**src/rtl/pff_pkg.sv**
```systemverilog
package pff_pkg;
   // Source that feeds the issue register on a given cycle
   typedef enum logic [1:0] {
      SRC_NONE = 2'd0,
      SRC_WORD = 2'd1,
      SRC_HELD = 2'd2
   } issue_src_e;
endpackage

```
**src/rtl/pff_stream_ctl.sv**
```systemverilog
// Local colour and the single new-stream request slot.
module pff_stream_ctl #(
   parameter int AW = 32
) (
   input  logic          clk,
   input  logic          rst_n,
   input  logic [AW-1:0] reset_vec,
   input  logic          br_valid,
   input  logic [AW-1:0] br_target,
   output logic          br_ready,
   output logic          br_fire,
   input  logic          req_ready,
   output logic          req_valid,
   output logic [AW-1:0] req_addr,
   output logic          colour
);
   logic          colour_q;
   logic          pend_q;
   logic          boot_q;
   logic [AW-1:0] tgt_q;

   // one outstanding request at a time: a second branch waits
   assign br_ready = !pend_q;
   assign br_fire  = br_valid && !pend_q;

   always_ff @(posedge clk or negedge rst_n) begin
      if (!rst_n) begin
         colour_q <= 1'b0;
         pend_q   <= 1'b1;
         boot_q   <= 1'b1;
         tgt_q    <= '0;
      end else if (br_fire) begin
         colour_q <= ~colour_q;
         pend_q   <= 1'b1;
         boot_q   <= 1'b0;
         tgt_q    <= br_target;
      end else if (pend_q && req_ready) begin
         pend_q <= 1'b0;
         boot_q <= 1'b0;
      end
   end

   assign req_valid = pend_q;
   assign req_addr  = boot_q ? reset_vec : tgt_q;
   assign colour    = colour_q;
endmodule

```
**src/rtl/pff_split_unit.sv**
```systemverilog
// Splits a fetched word into one or two issue items.
module pff_split_unit #(
   parameter int AW       = 32,
   parameter int IW       = 32,
   parameter bit SPLIT_EN = 1'b1
) (
   input  logic          split_mode,
   input  logic [IW-1:0] word,
   input  logic [AW-1:0] pc,
   output logic [IW-1:0] first_instr,
   output logic [AW-1:0] first_pc,
   output logic          first_short,
   output logic          second_valid,
   output logic [IW/2-1:0] second_half,
   output logic [AW-1:0] second_pc
);
   localparam int HW         = IW / 2;
   localparam int HALF_BYTES = HW / 8;

   assign first_pc  = pc;
   assign second_pc = pc + AW'(HALF_BYTES);

   generate
      if (SPLIT_EN) begin : g_split
         always_comb begin
            if (split_mode) begin
               first_instr  = {{HW{1'b0}}, word[HW-1:0]};
               first_short  = 1'b1;
               second_valid = 1'b1;
            end else begin
               first_instr  = word;
               first_short  = 1'b0;
               second_valid = 1'b0;
            end
            second_half = word[IW-1:HW];
         end
      end else begin : g_whole
         always_comb begin
            first_instr  = word;
            first_short  = 1'b0;
            second_valid = 1'b0;
            second_half  = '0;
         end
      end
   endgenerate
endmodule

```
**src/rtl/pff_issue_reg.sv**
```systemverilog
// Output register plus a one-entry holder for a pending upper halfword.
module pff_issue_reg
   import pff_pkg::*;
#(
   parameter int AW = 32,
   parameter int IW = 32
) (
   input  logic            clk,
   input  logic            rst_n,
   input  logic            kill,
   input  logic            take_in,
   input  logic [IW-1:0]   first_instr,
   input  logic [AW-1:0]   first_pc,
   input  logic            first_short,
   input  logic            second_valid,
   input  logic [IW/2-1:0] second_half,
   input  logic [AW-1:0]   second_pc,
   input  logic            out_ready,
   output logic            out_valid,
   output logic [IW-1:0]   out_instr,
   output logic [AW-1:0]   out_pc,
   output logic            out_short,
   output logic            hold_busy,
   output logic            load_ok
);
   localparam int HW = IW / 2;

   logic            hold_v;
   logic [HW-1:0]   hold_data;
   logic [AW-1:0]   hold_pc;
   issue_src_e      sel;

   assign load_ok   = !out_valid || out_ready;
   assign hold_busy = hold_v;

   always_comb begin
      if (hold_v && !kill)
         sel = SRC_HELD;
      else if (take_in)
         sel = SRC_WORD;
      else
         sel = SRC_NONE;
   end

   always_ff @(posedge clk or negedge rst_n) begin
      if (!rst_n) begin
         out_valid <= 1'b0;
         out_instr <= '0;
         out_pc    <= '0;
         out_short <= 1'b0;
         hold_v    <= 1'b0;
         hold_data <= '0;
         hold_pc   <= '0;
      end else begin
         if (load_ok) begin
            unique case (sel)
               SRC_HELD: begin
                  out_valid <= 1'b1;
                  out_instr <= {{HW{1'b0}}, hold_data};
                  out_pc    <= hold_pc;
                  out_short <= 1'b1;
                  hold_v    <= 1'b0;
               end
               SRC_WORD: begin
                  out_valid <= 1'b1;
                  out_instr <= first_instr;
                  out_pc    <= first_pc;
                  out_short <= first_short;
                  if (second_valid) begin
                     hold_v    <= 1'b1;
                     hold_data <= second_half;
                     hold_pc   <= second_pc;
                  end
               end
               default: out_valid <= 1'b0;
            endcase
         end
         // an accepted branch abandons the waiting upper half
         if (kill) hold_v <= 1'b0;
      end
   end
endmodule

```
**src/rtl/prefetch_colour_filter.sv**
```systemverilog
module prefetch_colour_filter #(
   parameter int AW       = 32,
   parameter int IW       = 32,
   parameter bit SPLIT_EN = 1'b1
) (
   input  logic          clk,
   input  logic          rst_n,
   input  logic [AW-1:0] reset_vec,
   input  logic          split_mode,
   input  logic          in_valid,
   output logic          in_ready,
   input  logic [IW-1:0] in_word,
   input  logic [AW-1:0] in_pc,
   input  logic          in_colour,
   input  logic          br_valid,
   output logic          br_ready,
   input  logic [AW-1:0] br_target,
   output logic          req_valid,
   input  logic          req_ready,
   output logic [AW-1:0] req_addr,
   output logic          req_colour,
   output logic          out_valid,
   input  logic          out_ready,
   output logic [IW-1:0] out_instr,
   output logic [AW-1:0] out_pc,
   output logic          out_short
);
   localparam int HW = IW / 2;

   generate
      if (IW % 16 != 0) begin : g_bad_iw
         $error("prefetch_colour_filter: IW must be a multiple of 16");
      end
      if (AW < 2) begin : g_bad_aw
         $error("prefetch_colour_filter: AW must be at least 2");
      end
   endgenerate

   logic          colour;
   logic          br_fire;
   logic          stale;
   logic          take_in;
   logic          load_ok;
   logic          hold_busy;
   logic [IW-1:0] first_instr;
   logic [AW-1:0] first_pc;
   logic          first_short;
   logic          second_valid;
   logic [HW-1:0] second_half;
   logic [AW-1:0] second_pc;

   pff_stream_ctl #(.AW(AW)) u_stream (
      .clk       (clk),
      .rst_n     (rst_n),
      .reset_vec (reset_vec),
      .br_valid  (br_valid),
      .br_target (br_target),
      .br_ready  (br_ready),
      .br_fire   (br_fire),
      .req_ready (req_ready),
      .req_valid (req_valid),
      .req_addr  (req_addr),
      .colour    (colour)
   );

   assign req_colour = colour;
   assign stale      = in_colour != colour;
   // matching packets stall on the branch cycle so they are judged against the new colour
   assign take_in    = in_valid && !stale && load_ok && !hold_busy && !br_fire;
   assign in_ready   = stale || (load_ok && !hold_busy && !br_fire);

   pff_split_unit #(.AW(AW), .IW(IW), .SPLIT_EN(SPLIT_EN)) u_split (
      .split_mode   (split_mode),
      .word         (in_word),
      .pc           (in_pc),
      .first_instr  (first_instr),
      .first_pc     (first_pc),
      .first_short  (first_short),
      .second_valid (second_valid),
      .second_half  (second_half),
      .second_pc    (second_pc)
   );

   pff_issue_reg #(.AW(AW), .IW(IW)) u_issue (
      .clk          (clk),
      .rst_n        (rst_n),
      .kill         (br_fire),
      .take_in      (take_in),
      .first_instr  (first_instr),
      .first_pc     (first_pc),
      .first_short  (first_short),
      .second_valid (second_valid),
      .second_half  (second_half),
      .second_pc    (second_pc),
      .out_ready    (out_ready),
      .out_valid    (out_valid),
      .out_instr    (out_instr),
      .out_pc       (out_pc),
      .out_short    (out_short),
      .hold_busy    (hold_busy),
      .load_ok      (load_ok)
   );
endmodule

```
**config.mk**
```make
export PLATFORM = sky130hd
export DESIGN_NAME = prefetch_colour_filter
export DESIGN_NICKNAME = d
export VERILOG_FILES = /design/src/rtl/pff_pkg.sv /design/src/rtl/pff_stream_ctl.sv /design/src/rtl/pff_split_unit.sv /design/src/rtl/pff_issue_reg.sv /design/src/rtl/prefetch_colour_filter.sv
export SDC_FILE = /design/constraint.sdc
export NUM_CORES = 1
export LEC_CHECK = 0
export ABC_AREA = 1
export BUFFER_PORTS_ARGS = -buffer_cell sky130_fd_sc_hd__buf_2
export CORE_UTILIZATION = 35
export DETAILED_ROUTE_END_ITERATION = 16
export PLACE_DENSITY = 0.55
export SYNTH_ARGS = -nofsm -noshare
export SYNTH_HDL_FRONTEND = slang
export SYNTH_HIERARCHICAL = 1
export SYNTH_SLANG_ARGS = --single-unit
```
**constraint.sdc**
```tcl
create_clock -name clk -period 3.7 [get_ports clk]
set_input_delay 0.185 -clock clk [delete_from_list [all_inputs] [get_ports clk]]
set_output_delay 0.185 -clock clk [all_outputs]
set_load 0.02 [all_outputs]
```
==> flow_summary.yaml, run 1 <==
floorplanning:
  start_util: 0.355
  placementRows: 57
  design.die.area_mm2: 0.0252
  floorplan.io_pins: 238
  chipHeight_um: 159
  die-width_um: 159
  design.core.area_mm2: 0.0242
sta:
  rsz0062_at_grt: "no"
  finalCritPeriodShare: 0.677
  achievable-frequency_mhz: 399
  timing_hold_violations_final: 0
  skew_ns: 0.0129
  final.min_clock_period_ns: 2.50
  setup_viol_count_final: 0
  final-max-slew-violation-count: 0
  worst_slew_pin_slew_ns: 0.995
  timing.setup.tns_ns: 0
  timing.slew.headroom: 0.337
clock_tree:
  clockBufferDepth: 2
  worst_skew_pair.late_latency_ns: 0.43
  cts-root-buf: "clkbuf_16"
  cts_made_buffers: 17
  cts-resized-gates: 0
  cts_tree: "done"
  ctsHtreeMaxLevel: 4
  path_clk_slew_ns: 0.07
  cts_sinks: 150
synth:
  yosysWarnings: 6
  yosys.cell_types.count: 26
  netlist_top_cells_area: "dfrtp_1 (43%), nand2_1 (24%), nand3_1 (8.9%)"
  yosys.cell_count.top_type: "nand2_1"
  synth_seq_area_share: 0.436
  synthesis.nets: 1346
  synth_area_per_cell_um2: 7.13
  netlist.top_cell.by_area: "dfrtp_1"
  syn_inst: 1209
  synth-seq-cells: 150
  synth-main-ff-cell: "dfrtp_1"
  post_synth_most_frequent_cells: "nand2_1 (552), nand3_1 (153), dfrtp_1 (148), buf_4 (81), inv_1 (76)"
  synth_edf_count: 0
  postSynth.asyncResetShare: 1.00
  synth_top_area_share: 0.430
  synthesis.area_mm2: 0.00861
routing:
  routed_via_density: 4.50
  drt_first_iter_violations: 526
  post-route-drc-count: 4
  drt-wirelength-per-cell_um: 13.8
  finalWirelength_mm: 23.6
  first_pass_iters: 12
  detail-route-antenna-nets: 0
  vias: 7717
place:
  port_buffers: 237
  detailed_place_hpwl_mm: 15.8
  dpl_cell_area_mm2: 0.00942
  finalWeightedCongestion: 0.831
  numPlacedInstances: 1648
hold_path:
  hold_path.class: "in2reg"
  holdCritStartpoint: "in_word[27]"
run_status:
  outcome: "finished with violations"
  violations_in_the_final_reports: "design-rule violations"
critical_path:
  rr_startpoint: "u_stream/req_valid"
  worst-endpoint-required_ns: 4.00
  crit_path_end_kind: "flop"
  worst_ep_arrival_time_ns: 2.81
  worst_setup_path_startpoint: "u_stream/req_valid"
  worst_setup_path_class: "reg2reg"
  crit_path_max_fanout: 48
  critPathLaunchType: "flop"
power:
  combinationalPowerShare: 0.358
  power_per_cell_area_mw_per_mm2: 667
  total_power_w: 0.00691
  sw_power_w: 0.00279
  power.sequential.fraction: 0.378
  leakagePower_nw: 5.88
  pwr-share-clk: 0.264
  cell_internal_pwr_w: 0.00412
  switching_share_of_total_power: 0.404
  ir_drop_v: 0.000273
final_layout:
  fillCellCount: 2561
  number_of_antenna_cells_inserted: 0
  finalInstanceArea_mm2: 0.0104
  layout.core_utilization: 0.428
  layout.cells.non_filler: 1713
  share_of_final_layout_standard_cells_stronger_than_drive_strength_1: 0.230
  syn2layout_area_growth_pct: 20.3
  fin_nets: 1513
grt:
  globalRouteMet3Util: 0.0306
  gr-usage-met1: 0.264
  largest_net_degree_at_the_start_of_global_routing: 106
  overflow: 0
  first_global_vias: 7637
  grt_most_used_layer: "met2"
  grt_first_pass_wirelength_mm: 39.5
  met2_layer_usage_reported_by_global_route: 0.324
  gr_usage_total: 0.195
  grt_antenna_before_repair: 0
run:
  maxCapViolCount: 0
[final cells by class]
type / count / area, um^2 / share of cell area
Multi-Input combinational cell: 847 / 3690 / 0.356
Inverter: 80 / 303 / 0.0292
Clock inverter: 15 / 194 / 0.0187
Clock buffer: 17 / 425 / 0.0410
Tap cell: 324 / 405 / 0.0391
Timing Repair Buffer: 280 / 1600 / 0.154
Sequential cell: 150 / 3760 / 0.362
[repair_timing]
action	in CTS	in global routing
buffers inserted	0	0
hold buffers	33	0
endpoints found under the hold margin	134	0
[critical path: stages, from the launching register on]
cell	delay, ns
dfstp_2	0.57
nor2_1	0.09
inv_1	0.08
nand4_1	0.13
nor2_4	0.43
nand2_2	0.12
inv_2	0.08
nand2_2	0.55
nand2_1	0.24
nand2_1	0.07
[sequential cells by signal, indices dropped and copies added (netlist names)]
| name | flops |
|---|---|
| u_issue/hold_busy | 1 |
| u_issue/out_instr | 32 |
| u_issue/out_valid | 1 |
| u_stream/req_valid | 1 |
| u_issue/out_pc | 32 |
| u_issue/out_short | 1 |
| u_stream/boot_q | 1 |
| u_issue/hold_pc | 32 |
| u_stream/tgt_q | 32 |
| u_stream/colour | 1 |
| u_issue/hold_data | 16 |
[stage by stage]
stage / hold slack [ns] / setup WS, ns
after floorplan: -0.111 / 1.59
final: 0.0222 / 1.20
after detailed placement: 0.380 / 1.17
after global placement: 0.389 / 1.22
after global routing: 0.0294 / 0.909
after CTS: 0.00290 / 1.13
[cells by family after synthesis]
group | synth area share
AOI/OAI and AO/OA | 0.0205
xor gates and xnor gates | 0.0152
adders and majority gates | 0.00145
buffers and inverters | 0.138
DFF | 0.436
and+or+nand+nor | 0.389
[power by group through the flow]
| stage | Clock, W | Sequential [W] | Combinational, W |
|---|---|---|---|
| after global placement | 0 | 0.00264 | 0.00245 |
| after global routing | 0.00195 | 0.00270 | 0.00280 |
| after detailed placement | 0 | 0.00263 | 0.00248 |
| final | 0.00182 | 0.00261 | 0.00248 |
| after floorplan | 0 | 0.00296 | 0.00136 |
| after CTS | 0.00188 | 0.00262 | 0.00252 |
[worst paths after layout]
check,to,slack (ns),cells past startpoint
min,u_issue/hold_data[11],0.02,3
max reg2reg,u_issue/hold_pc[14],1.20,9
min reg2reg,u_stream/tgt_q[25],0.47,2
min in group asynchronous,u_stream/tgt_q[30],0.43,2
max,u_issue/hold_pc[14],1.20,9
max in group asynchronous,u_stream/tgt_q[25],2.28,3
[cells in the final DEF (no fill, tap or decap)]
cell type,instances
buf_6,1
xor2_1,11
o21ai_0,34
inv_1,76
nor2_2,4
nor2_1,49
bufinv_16,2
clkbuf_16,17
nand3b_1,8
dfrtp_1,148
inv_2,3
buf_2,236
nand4_1,1
buf_4,10
nand2_4,1
nor2_4,10
o22ai_1,1
clkinv_4,3
nand2_1,551
inv_4,1
xnor2_1,4
clkinvlp_4,1
dlygate4sd3_1,33
nand2_8,1
inv_8,4
inv_6,2
clkinv_8,2
nand2_2,18
nand3_1,153
clkinv_2,1
dfstp_2,2
ha_1,1
[layer usage]
layer	vias up	wire length [um]
met5	-	0
met4	0	263
met3	18	1270
met2	229	10800
met1	3473	11300
li1	3997	-
No activity file was read; power rests on OpenSTA's default activity.
==> inputs of run 2 (changes only) <==
Clock period 3.7 ns to 2.6 ns, I/O delays scaled along.
==> flow_summary.yaml, run 2 (synthesis results as in run 1) <==
run_status:
  outcome: "finished with violations"
  violations_in_the_final_reports: "design-rule violations"
place:
  port_buffers: 237
  finalWeightedCongestion: 0.845
  place_ws_ns: 0.494
  detailed_place_hpwl_mm: 16.3
  dpl_cell_area_mm2: 0.00952
clock_tree:
  path_clk_slew_ns: 0.06
  cts_made_buffers: 17
  clockBufferDepth: 2
  cts-root-buf: "clkbuf_16"
  cts_sinks: 150
  cts_tree: "done"
  cts-resized-gates: 0
  ctsHtreeMaxLevel: 4
  worst_skew_pair.late_latency_ns: 0.42
routing:
  routed.top_layer: "met4"
  met3RoutedLength_mm: 1.10
  detail-route-antenna-nets: 0
  met2_wirelength_mm: 11.5
  finalWirelength_mm: 24.7
  drt-wirelength-per-cell_um: 14.2
  routed_via_density: 4.55
  post-route-drc-count: 4
  routedLengthMet1_mm: 11.9
  first_pass_iters: 11
  vias: 7907
  drt_first_iter_violations: 524
critical_path:
  timing.reg2reg.worst_path_depth: 9
  critPathLaunchType: "flop"
  regToRegEndpoint: "u_issue/hold_pc[27]"
  crit_path_end_kind: "flop"
  r2r_setup_slk_ns: 0.50
  worst_setup_path_class: "reg2reg"
  worst_ep_arrival_time_ns: 2.44
  rr_startpoint: "u_stream/req_valid"
  crit_path_max_fanout: 64
  worst-endpoint-required_ns: 2.95
sta:
  worst_slew_pin_slew_ns: 0.712
  achievable-frequency_mhz: 477
  final.min_clock_period_ns: 2.10
  finalWorstSetupSlack_ns: 0.503
  skew_ns: 0.0150
  rsz0062_at_grt: "no"
  setup_viol_count_final: 0
  final-max-slew-violation-count: 0
  finalCritPeriodShare: 0.806
  worst_hold_slack_ns: 0.0273
  timing_hold_violations_final: 0
  timing.slew.headroom: 0.525
  timing.setup.tns_ns: 0
grt:
  grt_antenna_before_repair: 0
  grt_first_pass_wirelength_mm: 41.0
  overflow: 0
  gr_usage_total: 0.203
  first_global_vias: 7735
  largest_net_degree_at_the_start_of_global_routing: 66
final_layout:
  fin_nets: 1537
  layout_commonest_cell: "nand2_1"
  syn2layout_area_growth_pct: 23.2
  number_of_antenna_cells_inserted: 0
  finalInstanceArea_mm2: 0.0106
  share_of_final_layout_standard_cells_stronger_than_drive_strength_1: 0.230
  layout_common_cells: "nand2_1 (551), buf_2 (236), nand3_1 (153)"
floorplanning:
  design.core.area_mm2: 0.0242
  design.die.area_mm2: 0.0252
  start_util: 0.355
  die-width_um: 159
  placementRows: 57
  floorplan.io_pins: 238
  chipHeight_um: 159
power:
  ir_drop_v: 0.000423
  leakagePower_nw: 5.98
  power_per_cell_area_mw_per_mm2: 935
run:
  maxCapViolCount: 0
hold_path:
  holdCritStartpoint: "br_target[12]"
  timing.hold.worst_endpoint: "u_stream/tgt_q[12]"
  min_path_cells: 3
  hold_path.class: "in2reg"
run 2: stage by stage:
stage               std cells   util  total power (W)
floorplan                1209      -          0.00615
global placement         1656  0.392          0.00731
global route             1737  0.438           0.0107
detailed placement       1656  0.392          0.00736
CTS                      1737  0.438           0.0101
finish                   1737  0.438          0.00992
run 2: what timing repair did:
item | in CTS | in global routing
hold endpoints to repair | 110 | 0
hold buffers | 49 | 0
buffers inserted | 0 | 0
run 2: worst max-delay path by stage:
stage                                   from               endpoint  slack [ns]  depth (start not counted)
final                     u_stream/req_valid    u_issue/hold_pc[27]        0.50                          9
after floorplan            u_issue/out_valid   u_issue/hold_data[0]        0.49                         14
after CTS                 u_stream/req_valid  u_issue/hold_data[10]        0.49                          9
after global routing      u_stream/req_valid  u_issue/out_instr[30]        0.32                          9
after detailed placement  u_stream/req_valid  u_issue/hold_data[10]        0.49                          9
after global placement    u_stream/req_valid    u_issue/hold_pc[10]        0.55                          9
run 2: report_power, final:
group / internal, W / switching, W
combinational: 0.00122 / 0.00239
sequential: 0.00323 / 0.000495
clock: 0.00152 / 0.00105
total: 0.00598 / 0.00394
run 2: critical path, stage by stage (launching register included):
cell,delay [ns]
dfstp_2,0.57
nor2_1,0.09
inv_1,0.07
nand4_1,0.13
nor2_4,0.16
nand2_2,0.08
inv_2,0.07
buf_4,0.53
nand3_1,0.15
nand2_1,0.12
run 2: cell type report:
| class | instances | area, um^2 |
|---|---|---|
| Tap cell | 324 | 405 |
| Clock buffer | 19 | 433 |
| Inverter | 80 | 303 |
| Multi-Input combinational cell | 847 | 3690 |
| Sequential cell | 150 | 3760 |
| Timing Repair Buffer | 304 | 1860 |
| Clock inverter | 13 | 171 |
| Fill cell | 2554 | 13600 |
run 2: routing by layer:
metal  track usage  vias up
li1              -     4045
met3        0.0363       13
met5             0        -
met4        0.0455        0
met1         0.281     3613
met2         0.328      236
